File: src/rtl/eag_pkg.sv
package eag_pkg;

    typedef enum logic [3:0] {
        AM_PTR      = 4'd0,
        AM_POSTINC  = 4'd1,
        AM_PREDEC   = 4'd2,
        AM_PTR_D4   = 4'd3,
        AM_PTR_IDX  = 4'd4,
        AM_GB_D8    = 4'd5,
        AM_GB_IDX   = 4'd6,
        AM_PC_LIT   = 4'd7,
        AM_BR_S8    = 4'd8,
        AM_BR_S12   = 4'd9
    } amode_e;

    typedef enum logic [1:0] {
        SZ_BYTE = 2'd0,
        SZ_WORD = 2'd1,
        SZ_LONG = 2'd2,
        SZ_RSVD = 2'd3
    } asize_e;

    // log2 of the access width in bytes; the reserved code counts as longword
    function automatic logic [1:0] size_log2(input asize_e s);
        case (s)
            SZ_BYTE: size_log2 = 2'd0;
            SZ_WORD: size_log2 = 2'd1;
            default: size_log2 = 2'd2;
        endcase
    endfunction

    // Reserved codes fold onto pointer indirect
    function automatic amode_e fold_mode(input logic [3:0] m);
        if (m > 4'd9) fold_mode = AM_PTR;
        else          fold_mode = amode_e'(m);
    endfunction

    function automatic logic is_branch(input amode_e m);
        is_branch = (m == AM_BR_S8) || (m == AM_BR_S12);
    endfunction

endpackage

File: src/rtl/eag_offset.sv
module eag_offset
    import eag_pkg::*;
#(
    parameter int XLEN = 32,
    parameter int D4W  = 4,
    parameter int D8W  = 8,
    parameter int D12W = 12
) (
    input  amode_e            mode_i,
    input  logic [1:0]        lg_i,
    input  logic [XLEN-1:0]   r0_i,
    input  logic [D12W-1:0]   disp_i,
    output logic [XLEN-1:0]   offset_o,
    output logic [XLEN-1:0]   step_o
);
    logic [XLEN-1:0] u4, u8, s8, s12;

    always_comb begin
        u4  = {{(XLEN-D4W){1'b0}}, disp_i[D4W-1:0]};
        u8  = {{(XLEN-D8W){1'b0}}, disp_i[D8W-1:0]};
        s8  = {{(XLEN-D8W){disp_i[D8W-1]}}, disp_i[D8W-1:0]};
        s12 = {{(XLEN-D12W){disp_i[D12W-1]}}, disp_i[D12W-1:0]};
        step_o = {{(XLEN-1){1'b0}}, 1'b1} << lg_i;
        case (mode_i)
            AM_PREDEC:             offset_o = '0 - step_o;
            AM_PTR_D4:             offset_o = u4 << lg_i;
            AM_PTR_IDX, AM_GB_IDX: offset_o = r0_i;
            AM_GB_D8, AM_PC_LIT:   offset_o = u8 << lg_i;
            AM_BR_S8:              offset_o = s8 << 1;
            AM_BR_S12:             offset_o = s12 << 1;
            default:               offset_o = '0;
        endcase
    end
endmodule

File: src/rtl/eag_base.sv
module eag_base
    import eag_pkg::*;
#(
    parameter int XLEN = 32
) (
    input  amode_e          mode_i,
    input  logic [1:0]      lg_i,
    input  logic [XLEN-1:0] rn_i,
    input  logic [XLEN-1:0] gbr_i,
    input  logic [XLEN-1:0] pc_i,
    output logic [XLEN-1:0] base_o
);
    always_comb begin
        case (mode_i)
            AM_GB_D8, AM_GB_IDX: base_o = gbr_i;
            AM_PC_LIT:           base_o = (lg_i == 2'd2) ? {pc_i[XLEN-1:2], 2'b00} : pc_i;
            AM_BR_S8, AM_BR_S12: base_o = pc_i;
            default:             base_o = rn_i;
        endcase
    end
endmodule

File: src/rtl/eag_align.sv
module eag_align #(
    parameter int XLEN   = 32,
    parameter int NSIZES = 3
) (
    input  logic [XLEN-1:0] ea_i,
    input  logic [1:0]      lg_i,
    output logic            mis_o
);
    logic [NSIZES-1:0] bad;

    for (genvar g = 0; g < NSIZES; g++) begin : g_chk
        if (g == 0) begin : g_byte
            assign bad[g] = 1'b0;
        end else begin : g_wide
            assign bad[g] = |ea_i[g-1:0];
        end
    end

    assign mis_o = (int'(lg_i) < NSIZES) ? bad[lg_i] : 1'b0;
endmodule

File: src/rtl/eff_addr_gen.sv
module eff_addr_gen
    import eag_pkg::*;
#(
    parameter int XLEN = 32,
    parameter int MW   = 4,
    parameter int SW   = 2,
    parameter int D4W  = 4,
    parameter int D8W  = 8,
    parameter int D12W = 12
) (
    input  logic             clk,
    input  logic             rst_n,
    input  logic             in_vld,
    input  logic [MW-1:0]    mode,
    input  logic [SW-1:0]    size,
    input  logic [XLEN-1:0]  rn_val,
    input  logic [XLEN-1:0]  r0_val,
    input  logic [XLEN-1:0]  gbr_val,
    input  logic [XLEN-1:0]  pc_val,
    input  logic [D12W-1:0]  disp,
    output logic             out_vld,
    output logic [XLEN-1:0]  out_ea,
    output logic             out_wb_en,
    output logic [XLEN-1:0]  out_wb_val,
    output logic             out_misalign,
    output logic             out_branch
);
    typedef struct packed {
        logic            vld;
        logic [XLEN-1:0] ea;
        logic            wb_en;
        logic [XLEN-1:0] wb_val;
        logic            mis;
        logic            br;
    } res_t;

    res_t res_d, res_q;

    amode_e          am;
    logic [1:0]      lg_data, lg_chk;
    logic [XLEN-1:0] base, offset, step, sum;
    logic            mis;

    assign am      = fold_mode(mode);
    assign lg_data = size_log2(asize_e'(size));
    assign lg_chk  = is_branch(am) ? 2'd1 : lg_data;
    assign sum     = base + offset;

    eag_base #(.XLEN(XLEN)) u_base (
        .mode_i (am),
        .lg_i   (lg_data),
        .rn_i   (rn_val),
        .gbr_i  (gbr_val),
        .pc_i   (pc_val),
        .base_o (base)
    );

    eag_offset #(.XLEN(XLEN), .D4W(D4W), .D8W(D8W), .D12W(D12W)) u_off (
        .mode_i   (am),
        .lg_i     (lg_data),
        .r0_i     (r0_val),
        .disp_i   (disp),
        .offset_o (offset),
        .step_o   (step)
    );

    eag_align #(.XLEN(XLEN), .NSIZES(3)) u_align (
        .ea_i  (sum),
        .lg_i  (lg_chk),
        .mis_o (mis)
    );

    always_comb begin
        res_d = '0;
        if (in_vld) begin
            res_d.vld    = 1'b1;
            res_d.ea     = sum;
            res_d.wb_en  = (am == AM_POSTINC) || (am == AM_PREDEC);
            res_d.wb_val = res_d.wb_en ? ((am == AM_POSTINC) ? sum + step : sum) : '0;
            res_d.mis    = mis;
            res_d.br     = is_branch(am);
        end
    end

    always_ff @(posedge clk or negedge rst_n) begin
        if (!rst_n) res_q <= '0;
        else        res_q <= res_d;
    end

    assign out_vld      = res_q.vld;
    assign out_ea       = res_q.ea;
    assign out_wb_en    = res_q.wb_en;
    assign out_wb_val   = res_q.wb_val;
    assign out_misalign = res_q.mis;
    assign out_branch   = res_q.br;
endmodule

File: config.mk
export PLATFORM = sky130hd
export DESIGN_NAME = eff_addr_gen
export DESIGN_NICKNAME = d
export VERILOG_FILES = /design/src/rtl/eag_pkg.sv /design/src/rtl/eag_offset.sv /design/src/rtl/eag_base.sv /design/src/rtl/eag_align.sv /design/src/rtl/eff_addr_gen.sv
export SDC_FILE = /design/constraint.sdc
export NUM_CORES = 1
export LEC_CHECK = 0
export BUFFER_PORTS_ARGS = -buffer_cell sky130_fd_sc_hd__buf_2
export CORE_ASPECT_RATIO = 1.75
export CORE_MARGIN = 2
export CORE_UTILIZATION = 50
export CTS_BUF_LIST = sky130_fd_sc_hd__clkbuf_8
export CTS_CLUSTER_DIAMETER = 30
export CTS_CLUSTER_SIZE = 8
export DETAILED_ROUTE_END_ITERATION = 8
export GPL_TIMING_DRIVEN = 0
export PLACE_DENSITY = 0.79
export SKIP_LAST_GASP = 1
export SLEW_MARGIN = 5
export SYNTH_ARGS = -nofsm -noshare
export SYNTH_HDL_FRONTEND = slang
export SYNTH_SLANG_ARGS = --single-unit
File: constraint.sdc
create_clock -name clk -period 0.8 [get_ports clk]
set_input_delay 0.16 -clock clk [delete_from_list [all_inputs] [get_ports clk]]
set_output_delay 0.16 -clock clk [all_outputs]
set_load 0.1 [all_outputs]
==> impl_summary.log, run 1 <==
INFO  metric post-dp-hpwl = approximately 16000 um
INFO  metric syn_area_per_cell = a little over 8 sq um
INFO  metric cts_hold_buffers = 0
INFO  metric grt_use_total = 87.2%
INFO  metric die_h = about 150 um
INFO  metric synth.area.top_cells = sky130_fd_sc_hd__dfrtp_1, sky130_fd_sc_hd__ha_1, sky130_fd_sc_hd__nand2_1, sky130_fd_sc_hd__nor2_1, sky130_fd_sc_hd__a21oi_1
INFO  metric placed_area = slightly below 0.008 sq mm
INFO  metric worst_endpoint_kind = sequential cell input
INFO  metric synth_top_flop_cell = sky130_fd_sc_hd__dfrtp_1
INFO  metric place.gp.congestion = about 0.90
INFO  metric firstError = [ERROR GRT-0232] Routing congestion too high. Check the congestion heatmap in the GUI.
INFO  metric synth_area = 0.00591 sq mm
INFO  metric synth_largest_area_cell = sky130_fd_sc_hd__dfrtp_1
INFO  metric status = stopped before the end
INFO  metric die_width = roughly 86 um
INFO  metric synthesis.instances = around 730
INFO  metric std_cell_rows = 52
INFO  metric port-buffer-count = between 200 and 250
INFO  metric ys_async_sr_fraction = 100%
INFO  metric dp_worst_setup_slack = -4.04 ns
INFO  metric ys_types = between 80 and 90
INFO  metric worst_endpoint_after_grt_repair = out_wb_val[30]$_DFF_PN0_/D
INFO  metric yosys.area.top_type_share = ~29%
INFO  metric number_of_sinks_driven_by_the_clock_tree = 68
INFO  metric grt.overflow.total = between 200 and 300
INFO  metric io-pin-count = 217
INFO  metric cts_root_buffer = sky130_fd_sc_hd__clkbuf_8
INFO  metric synth_sequential_area_ratio = ~29%
INFO  metric cts_max_path_buffers = 2
INFO  metric synth_enable_flop_cells = 0
INFO  metric ys_ff_latch = 68
INFO  metric placedCellCount = 1076
INFO  metric synth-warning-count = 0
INFO  metric initial_core_util = between 50% and 60%
INFO  metric stop_stage = 5_1_grt
INFO  metric tritoncts.num_buffers = 9
INFO  metric pin_count_of_the_biggest_net_entering_global_routing = 69
INFO  metric cts_max_level = 3
## per-stage QoR
step	setup TNS [ns]	hold WS, ns
floorplan	-151.87	-0.136
global placement	-249.81	0.420
detailed placement	-262.42	0.433
CTS	-214.45	0.0801
## cells in the mapped netlist, types with 17 or more instances
cell type                  instances
sky130_fd_sc_hd__nand2_1          98
sky130_fd_sc_hd__nor2_1           87
sky130_fd_sc_hd__dfrtp_1          68
sky130_fd_sc_hd__a21oi_1          52
sky130_fd_sc_hd__ha_1             36
sky130_fd_sc_hd__a21o_1           31
sky130_fd_sc_hd__a22oi_1          29
sky130_fd_sc_hd__clkbuf_1         27
sky130_fd_sc_hd__and2_1           25
sky130_fd_sc_hd__xnor2_1          24
sky130_fd_sc_hd__o21ai_0          20
sky130_fd_sc_hd__xor2_1           19
sky130_fd_sc_hd__inv_1            17
## routing by layer
metal | GRT usage (%) | GRT overflow
met5 | 22.7 | 0
met4 | 94.9 | 104
met3 | 72.3 | 2
met2 | 103 | 157
met1 | 84.7 | 2
## logic make-up after synthesis
family / synth area share [%]
AND/OR/NAND/NOR: 25.2
AO/OA/AOI/OAI: 25.0
flip-flops: 28.8
buffers and inverters: 3.30
XOR/XNOR: 7.75
adder cells (fa/ha/maj): 8.30
multiplexers: 1.55
other: 0.127
## what timing repair did
action | 4_1_cts
endpoints found under the setup margin | 202
gates cloned | 2
pin swaps | 64
setup buffers | 70
resized for setup | 146
==> run 2, diff against run 1 <==
--- a/config.mk
+++ b/config.mk
@@ -6,15 +6,11 @@
 export NUM_CORES = 1
 export LEC_CHECK = 0
 export BUFFER_PORTS_ARGS = -buffer_cell sky130_fd_sc_hd__buf_2
-export CORE_ASPECT_RATIO = 1.75
 export CORE_MARGIN = 2
-export CORE_UTILIZATION = 50
-export CTS_BUF_LIST = sky130_fd_sc_hd__clkbuf_8
-export CTS_CLUSTER_DIAMETER = 30
-export CTS_CLUSTER_SIZE = 8
+export CORE_UTILIZATION = 35
 export DETAILED_ROUTE_END_ITERATION = 8
 export GPL_TIMING_DRIVEN = 0
-export PLACE_DENSITY = 0.79
+export PLACE_DENSITY_LB_ADDON = 0.15
 export SKIP_LAST_GASP = 1
 export SLEW_MARGIN = 5
 export SYNTH_ARGS = -nofsm -noshare
==> run 2 against run 1 <==
Compared with the run above: the flow now finishes, with violations (hold timing, setup timing); synthesized cell count unchanged; synthesized area unchanged.
==> impl_summary.log, run 2 <==
INFO  metric synth_enable_flop_cells = 0 (unchanged)
INFO  metric total_power = 21.2 mW
INFO  metric tritoncts.num_buffers = 9 (unchanged)
INFO  metric grt_first_pass_wirelength = roughly 33000 um
INFO  metric die_width = 134 um (+55%)
INFO  metric critical_path_required = 1.07 ns
INFO  metric port-buffer-count = 215 (unchanged)
INFO  metric fin_nets = ~1.3k
INFO  metric nFillCells = approximately 1.2k
INFO  metric post-dp-hpwl = 15100 um (-4.8%)
INFO  metric io-pin-count = 217 (unchanged)
INFO  metric ys_types = 82 (unchanged)
INFO  metric drive_gt1_share = between 60% and 70%
INFO  metric n_antenna_cell = 0
INFO  metric tritoncts = built
INFO  metric dp_worst_setup_slack = -4.11 ns (-0.0749 ns)
INFO  metric cp.arrival = 4.27 ns
INFO  metric status = finished with violations
INFO  metric ir_drop = about 1400 uV
INFO  metric ys_ff_latch = 68 (unchanged)
INFO  metric worstSetupPathType = input pin to register
INFO  metric violated_checks = hold timing, setup timing
INFO  metric synth_top_flop_cell = sky130_fd_sc_hd__dfrtp_1
INFO  metric die_h = 134 um (-9.4%)
INFO  metric start_kind = input pin
INFO  metric most-common-layout-cells = sky130_fd_sc_hd__buf_2, sky130_fd_sc_hd__buf_4, sky130_fd_sc_hd__nand2_1
INFO  metric synth_common_cells = sky130_fd_sc_hd__nand2_1, sky130_fd_sc_hd__nor2_1, sky130_fd_sc_hd__dfrtp_1, sky130_fd_sc_hd__a21oi_1, sky130_fd_sc_hd__ha_1
INFO  metric share_seq_of_total_power = 20.3%
INFO  metric crit_path_end_kind = register
INFO  metric cts_root_buffer = sky130_fd_sc_hd__clkbuf_16
INFO  metric pwr-share-comb = roughly three fifths
INFO  metric power.clock.fraction = between 10% and 20%
INFO  metric synthesis.instances = 725 (unchanged)
INFO  metric timing.fmax = 250 MHz
INFO  metric detailed_routing_iterations_pass_1 = 5
INFO  metric placed_area = 0.00807 sq mm (+1.4%)
INFO  metric synthMostInstantiatedCell = sky130_fd_sc_hd__nand2_1
INFO  metric synth_largest_area_cell = sky130_fd_sc_hd__dfrtp_1
INFO  metric syn2layout_area_growth = 95.3%
INFO  metric p_int = around 12 mW
INFO  metric final-hold-violation-count = 68
INFO  metric maxSlewViolCount = 0
INFO  metric number_of_sinks_driven_by_the_clock_tree = 68 (unchanged)
INFO  metric class_of_the_worst_hold_path = input pin to async pin
INFO  metric synth-warning-count = 0 (unchanged)
INFO  metric ys_async_sr_fraction = 100% (unchanged)
INFO  metric multi_input_comb_area = ~0.0054 sq mm
INFO  metric final_design_area_no_fill = 0.0115 sq mm
INFO  metric initial_core_util = 35.8% (-16 points)
INFO  metric power_per_cell_area = 1830 mW/mm^2
INFO  metric synth.area.top_cells = sky130_fd_sc_hd__dfrtp_1, sky130_fd_sc_hd__ha_1, sky130_fd_sc_hd__nand2_1, sky130_fd_sc_hd__nor2_1, sky130_fd_sc_hd__a21oi_1
INFO  metric cts_max_level = 3 (unchanged)
INFO  metric syn_area_per_cell = 8.15 sq um (unchanged)
INFO  metric grt_pass1_vias = 6386
INFO  metric path_clk_slew = about 0.060 ns
INFO  metric grt_setup_unrepaired = yes
INFO  metric whs = -0.0733 ns
INFO  metric layout_setup_ws = -3.20 ns
INFO  metric pin_count_of_the_biggest_net_entering_global_routing = 69
INFO  metric grt.overflow.total = 0
INFO  metric synth_sequential_area_ratio = 28.8% (unchanged)
INFO  metric critical_path_peak_fanout = 5
INFO  metric timing.final.setup_violations = between 100 and 150
INFO  metric tightestPinTransition = ~0.83 ns
INFO  metric std_cell_rows = 47 (-9.6%)
INFO  metric final_min_period_over_clock_period = 500%
INFO  metric drv_cap = 0
INFO  metric route.detailed.drc = 0
INFO  metric wirelength = about 22000 um
INFO  metric slew_headroom = 44.5%
INFO  metric p_switching = about 9 mW
INFO  metric place.gp.congestion = 0.937 (+4.7%)
INFO  metric number_of_antenna_violations_at_the_first_check_in_global_routing = 0
INFO  metric yosys.area.top_type_share = 28.8% (unchanged)
INFO  metric floorplan.die_area = approximately 0.018 sq mm
INFO  metric period_minus_slack = between 3 and 4 ns
INFO  metric post_drt_wl_per_cell = between 15 and 20 um
INFO  metric area.sequential = just under 0.002 sq mm
INFO  metric detailroute.via_count = 6716
INFO  metric mostFrequentLayoutCell = sky130_fd_sc_hd__buf_2
INFO  metric grt_use_total = 23.0%
INFO  metric route.detailed.vias_per_inst = approximately 5.2
INFO  metric synth_area = 0.00591 sq mm (unchanged)
INFO  metric cts_max_path_buffers = 2 (unchanged)
INFO  metric antenna_violating_nets_left = 0
INFO  metric power_switching_share = between 40% and 50%
INFO  metric drt_first_iter_violations = approximately 390
INFO  metric coreArea = around 0.017 sq mm
INFO  metric p_leak = between 5 and 6 nW
==> run 2: layout make-up <==
cell class | instances | area share (%)
buffer | 30 | 2.47
clock buffer | 10 | 2.07
clock inverter | 6 | 0.553
inverter | 18 | 0.650
multi-input combinational | 608 | 47.0
sequential | 68 | 16.9
tap | 220 | 2.39
timing repair buffer | 334 | 28.0
==> run 2: worst max-delay path, cell delays in order <==
cell,delay (ns)
sky130_fd_sc_hd__buf_12,0.10
sky130_fd_sc_hd__clkinvlp_4,0.13
sky130_fd_sc_hd__nor4_4,0.39
sky130_fd_sc_hd__a21oi_1,0.10
sky130_fd_sc_hd__o31ai_2,0.30
sky130_fd_sc_hd__ha_4,0.19
sky130_fd_sc_hd__inv_2,0.04
sky130_fd_sc_hd__fa_2,0.36
sky130_fd_sc_hd__and2b_2,0.28
sky130_fd_sc_hd__buf_6,0.11
sky130_fd_sc_hd__o2111ai_4,0.17
sky130_fd_sc_hd__a31oi_1,0.26
sky130_fd_sc_hd__a21oi_2,0.10
sky130_fd_sc_hd__xnor2_2,0.33
sky130_fd_sc_hd__and3b_2,0.28
sky130_fd_sc_hd__and4_1,0.20
sky130_fd_sc_hd__buf_6,0.12
sky130_fd_sc_hd__nand3_2,0.08
sky130_fd_sc_hd__or4_4,0.43
sky130_fd_sc_hd__a21oi_2,0.13
==> run 2: timing repair <==
action / in CTS / in global routing
resized for setup: 414 / 112
pin swaps: 78 / 79
buffers inserted: 62 / 60
endpoints found under the hold margin: 68 / 0
setup endpoints to repair: 134 / 135
cloned: 1 / 3
==> run 2: routing by layer <==
metal | global-route usage (%) | wire length [um] | vias up
met3 | 2.61 | 933 | 24
li1 | - | - | 3303
met4 | 5.50 | 332 | 0
met5 | 0 | 0 | -
met1 | 31.9 | 10100 | 3172
met2 | 38.7 | 10800 | 217
==> run 2: logic make-up (layout without fill, tap and decap cells) <==
logic type | count (synthesis) | after routing | share of synthesized area (%)
AOI/OAI and AO/OA | 210 | 210 | 25.0
xor gates and xnor gates | 48 | 48 | 7.75
adders and majority gates | 38 | 38 | 8.30
buffers and inverters | 50 | 398 | 3.30
DFF | 68 | 68 | 28.8
muxes | 9 | 9 | 1.55
other | 2 | 3 | 0.127
and+or+nand+nor | 300 | 300 | 25.2
==> run 2: power by group through the flow <==
stage               Clock, mW  Combinational (mW)  Sequential (mW)
finish                   3.97                12.9             4.30
global route             4.15                13.6             4.34
global placement            0                8.60             4.15
floorplan                   0                4.32             6.68
CTS                      4.03                11.3             4.29
detailed placement          0                8.66             4.15
==> run 2: worst max path at each step <==
stage | start | end | depth (start not counted)
CTS | mode[3] | out_wb_val[30] | 19
floorplan | mode[0] | out_wb_val[30] | 20
detailed placement | mode[3] | out_wb_val[30] | 18
global placement | mode[3] | out_wb_val[30] | 18
finish | mode[1] | out_wb_val[30] | 20
global route | mode[1] | out_wb_val[27] | 20
==> run 2: per-stage QoR <==
stage | setup TNS, ns | util, % | std cells
after floorplan | -151.87 | - | 726
after global placement | -269.16 | 48.8 | 1161
after detailed placement | -217.88 | 48.8 | 1161
after CTS | -171.91 | 64.2 | 1239
after global routing | -186.82 | 69.8 | 1294
final | -177.68 | 69.8 | 1294
(Power assumes the default switching activity.)
==> run 3, diff against run 2 <==
--- a/config.mk
+++ b/config.mk
@@ -11,6 +11,7 @@
 export DETAILED_ROUTE_END_ITERATION = 8
 export GPL_TIMING_DRIVEN = 0
 export PLACE_DENSITY_LB_ADDON = 0.15
+export REMOVE_ABC_BUFFERS = 1
 export SKIP_LAST_GASP = 1
 export SLEW_MARGIN = 5
 export SYNTH_ARGS = -nofsm -noshare
==> run 3 against run 2 <==
Compared with the run above: the run still ends with hold timing, setup timing left; final cell count shrank 0.23%; via count grew 0.43%; maximum frequency grew 4.8%; largest cell class unchanged; sequential power shrank 6.0%; non-clock buffer count shrank 5; critical path type unchanged.
==> impl_summary.log, run 3 (same netlist as run 2, synthesis figures left out) <==
INFO  metric cell_type_of_the_slowest_stage_on_the_worst_timing_path = sky130_fd_sc_hd__or4_1
INFO  metric crit_path_max_incr_delay = 0.41 ns (-0.02 ns)
INFO  metric wirelength = 22300 um (+0.71%)
INFO  metric area.sequential = 0.00170 sq mm (-13%)
INFO  metric class_of_the_worst_hold_path = input pin to async pin
INFO  metric tightestPinTransition = 0.837 ns (+0.00425 ns)
INFO  metric critical_path_peak_fanout = 8 (+3)
INFO  metric final_min_period_over_clock_period = 477% (-23 points)
INFO  metric std_cell_rows = 47 (unchanged)
INFO  metric violated_checks = hold timing, setup timing
INFO  metric ir_drop = 1450 uV (+1.3%)
INFO  metric share_seq_of_total_power = 19.7% (-0.6 points)
INFO  metric total_power = 20.5 mW (-3.2%)
INFO  metric cts_root_buffer = sky130_fd_sc_hd__clkbuf_16
INFO  metric drt_first_iter_violations = 332 (-16%)
INFO  metric detailroute.via_count = 6745 (+0.43%)
INFO  metric cts_max_path_buffers = 2 (unchanged)
INFO  metric final-hold-violation-count = 68 (unchanged)
INFO  metric multi_input_comb_area = 0.00554 sq mm (+2.1%)
INFO  metric grt_use_total = 23.2% (+0.13 points)
INFO  metric grt.overflow.total = 0 (unchanged)
INFO  metric p_leak = 5.09 nW (about the same)
INFO  metric post-dp-hpwl = 13500 um (-11%)
INFO  metric antenna_violating_nets_left = 0 (unchanged)
INFO  metric grt_setup_unrepaired = yes
INFO  metric io-pin-count = 217 (unchanged)
INFO  metric fin_nets = 1255 (-0.080%)
INFO  metric route.detailed.vias_per_inst = 5.22 (+0.67%)
INFO  metric number_of_antenna_violations_at_the_first_check_in_global_routing = 0 (unchanged)
INFO  metric number_of_sinks_driven_by_the_clock_tree = 68 (unchanged)
INFO  metric maxSlewViolCount = 0 (unchanged)
INFO  metric dp_worst_setup_slack = -5.03 ns (-0.913 ns)
INFO  metric nFillCells = 1270 (+7.7%)
INFO  metric coreArea = 0.0165 sq mm (unchanged)
INFO  metric grt_pass1_vias = 6433 (+0.74%)
INFO  metric place.gp.congestion = 0.836 (-11%)
INFO  metric period_minus_slack = 3.81 ns (-0.183 ns)
INFO  metric critical_path_required = 1.05 ns (-0.02 ns)
INFO  metric syn2layout_area_growth = 86.6%
INFO  metric p_switching = 9.02 mW (-0.26%)
INFO  metric crit_path_end_kind = register
INFO  metric floorplan.die_area = 0.0179 sq mm (unchanged)
INFO  metric route.detailed.drc = 0 (unchanged)
INFO  metric path_clk_slew = 0.05 ns (about the same)
INFO  metric worstSetupPathType = input pin to register
INFO  metric power_per_cell_area = 1860 mW/mm^2 (+1.3%)
INFO  metric timing.final.setup_violations = 134 (+0.75%)
INFO  metric port-buffer-count = 216 (+0.47%)
INFO  metric pin_count_of_the_biggest_net_entering_global_routing = 69 (unchanged)
INFO  metric drv_cap = 0 (unchanged)
INFO  metric start_kind = input pin
INFO  metric cts_max_level = 3 (unchanged)
INFO  metric timing.critical_path.cells = buf_12, nor3b_4, o21bai_4, a21boi_2, buf_4, a221o_1, ha_4, a211oi_4, buf_4, buf_6, o211a_4, o21ai_4, a41oi_2, xnor2_2, buf_4, and3_1, and4_4, nand3_2, or4_1, a21oi_1
INFO  metric power_switching_share = 44.0% (+1.3 points)
INFO  metric n_antenna_cell = 0 (unchanged)
INFO  metric critical-path-top-cell-by-count = sky130_fd_sc_hd__buf_4
INFO  metric drive_gt1_share = 55.1% (-5.2 points)
INFO  metric die_h = 134 um (unchanged)
INFO  metric die_width = 134 um (unchanged)
INFO  metric most-common-layout-cells = sky130_fd_sc_hd__buf_2, sky130_fd_sc_hd__buf_4, sky130_fd_sc_hd__nand2_1
INFO  metric layout_setup_ws = -3.01 ns (+0.183 ns)
INFO  metric post_drt_wl_per_cell = 17.3 um (+0.94%)
INFO  metric whs = -0.0661 ns (+0.00727 ns)
INFO  metric pwr-share-comb = 63.4% (+2.5 points)
INFO  metric grt_first_pass_wirelength = 33200 um (+0.35%)
INFO  metric setup_tns = -165.17 ns (+12.51 ns)
INFO  metric power.clock.fraction = 17.0% (-1.8 points)
INFO  metric timing.fmax = 262 MHz (+4.8%)
INFO  metric tritoncts.num_buffers = 9 (unchanged)
INFO  metric p_int = 11.5 mW (-5.4%)
INFO  metric detailed_routing_iterations_pass_1 = 6 (+1)
INFO  metric mostFrequentLayoutCell = sky130_fd_sc_hd__buf_2
INFO  metric initial_core_util = 35.8% (unchanged)
INFO  metric slew_headroom = 44.2% (-0.28 points)
INFO  metric status = finished with violations
INFO  metric cp.arrival = 4.06 ns (-0.21 ns)
INFO  metric tritoncts = built
run 3: cell types whose count changed in the layout (fill, tap and decap cells not counted), sizes merged:
cell / delta
buf: +18
bufbuf: -1
bufinv: -1
clkbuf: -20
clkinv: -2
clkinvlp: -1
nand3: +1
nor2: +1
nor2b: +1
o21bai: +1
run 3: worst max-delay path: cells and delay by family:
kind,cells,cell delay (ns)
compound gates,8,1.59
simple gates,5,1.06
buf+inv,5,0.67
fa+ha+maj,1,0.31
xor+xnor,1,0.27
run 3: per-layer routing:
| metal | track usage, % | part of all wire (%) |
|---|---|---|
| met2 | 39.9 | 50 |
| met1 | 31.5 | 44 |
| met5 | 0 | 0 |
| met4 | 5.26 | 1.3 |
| met3 | 2.31 | 4.8 |
run 3: per-stage QoR:
| stage | instances | instance area [sq um] | util [%] |
|---|---|---|---|
| finish | 1291 | 11000 | 66.7 |
| global route | 1291 | 11000 | 66.7 |
| CTS | 1250 | 9990 | 60.5 |
| detailed placement | 1131 | 7200 | 43.6 |
| global placement | 1130 | 7140 | 43.2 |
| floorplan | 694 | 5780 | - |
run 3: timing repair:
action                                 4_1_cts  5_1_grt
pin swaps                                   83       90
endpoints found under the hold margin       68        0
buffers inserted                           110       57
setup endpoints to repair                  135      135
gates resized for setup                    402      156
cloned                                       4        1
run 3: final timing paths:
kind | startpoint | endpoint | slack (ns)
max in group asynchronous | rst_n | out_vld | 0.31
worst max-delay path | mode[3] | out_wb_val[30] | -3.01
min in group clk | in_vld | out_vld | 0.20
worst min-delay path | rst_n | out_wb_val[1] | -0.07
run 3: final cells by class:
class / count / share of cell area [%]
multi-input combinational: 612 / 50.2
timing repair buffer: 359 / 28.8
sequential: 68 / 15.4
tap: 220 / 2.50
clock buffer: 12 / 2.24
inverter: 18 / 0.704
clock inverter: 2 / 0.113
run 3: power by group through the flow:
stage	Sequential [mW]	Clock [mW]	Combinational, mW
6_report	4.04	3.48	13.0
2_1_floorplan	6.40	0	3.61
4_1_cts	4.00	3.54	11.3
3_5_place_dp	3.92	0	7.94
3_3_place_gp	3.93	0	7.88
5_1_grt	4.06	3.74	13.7
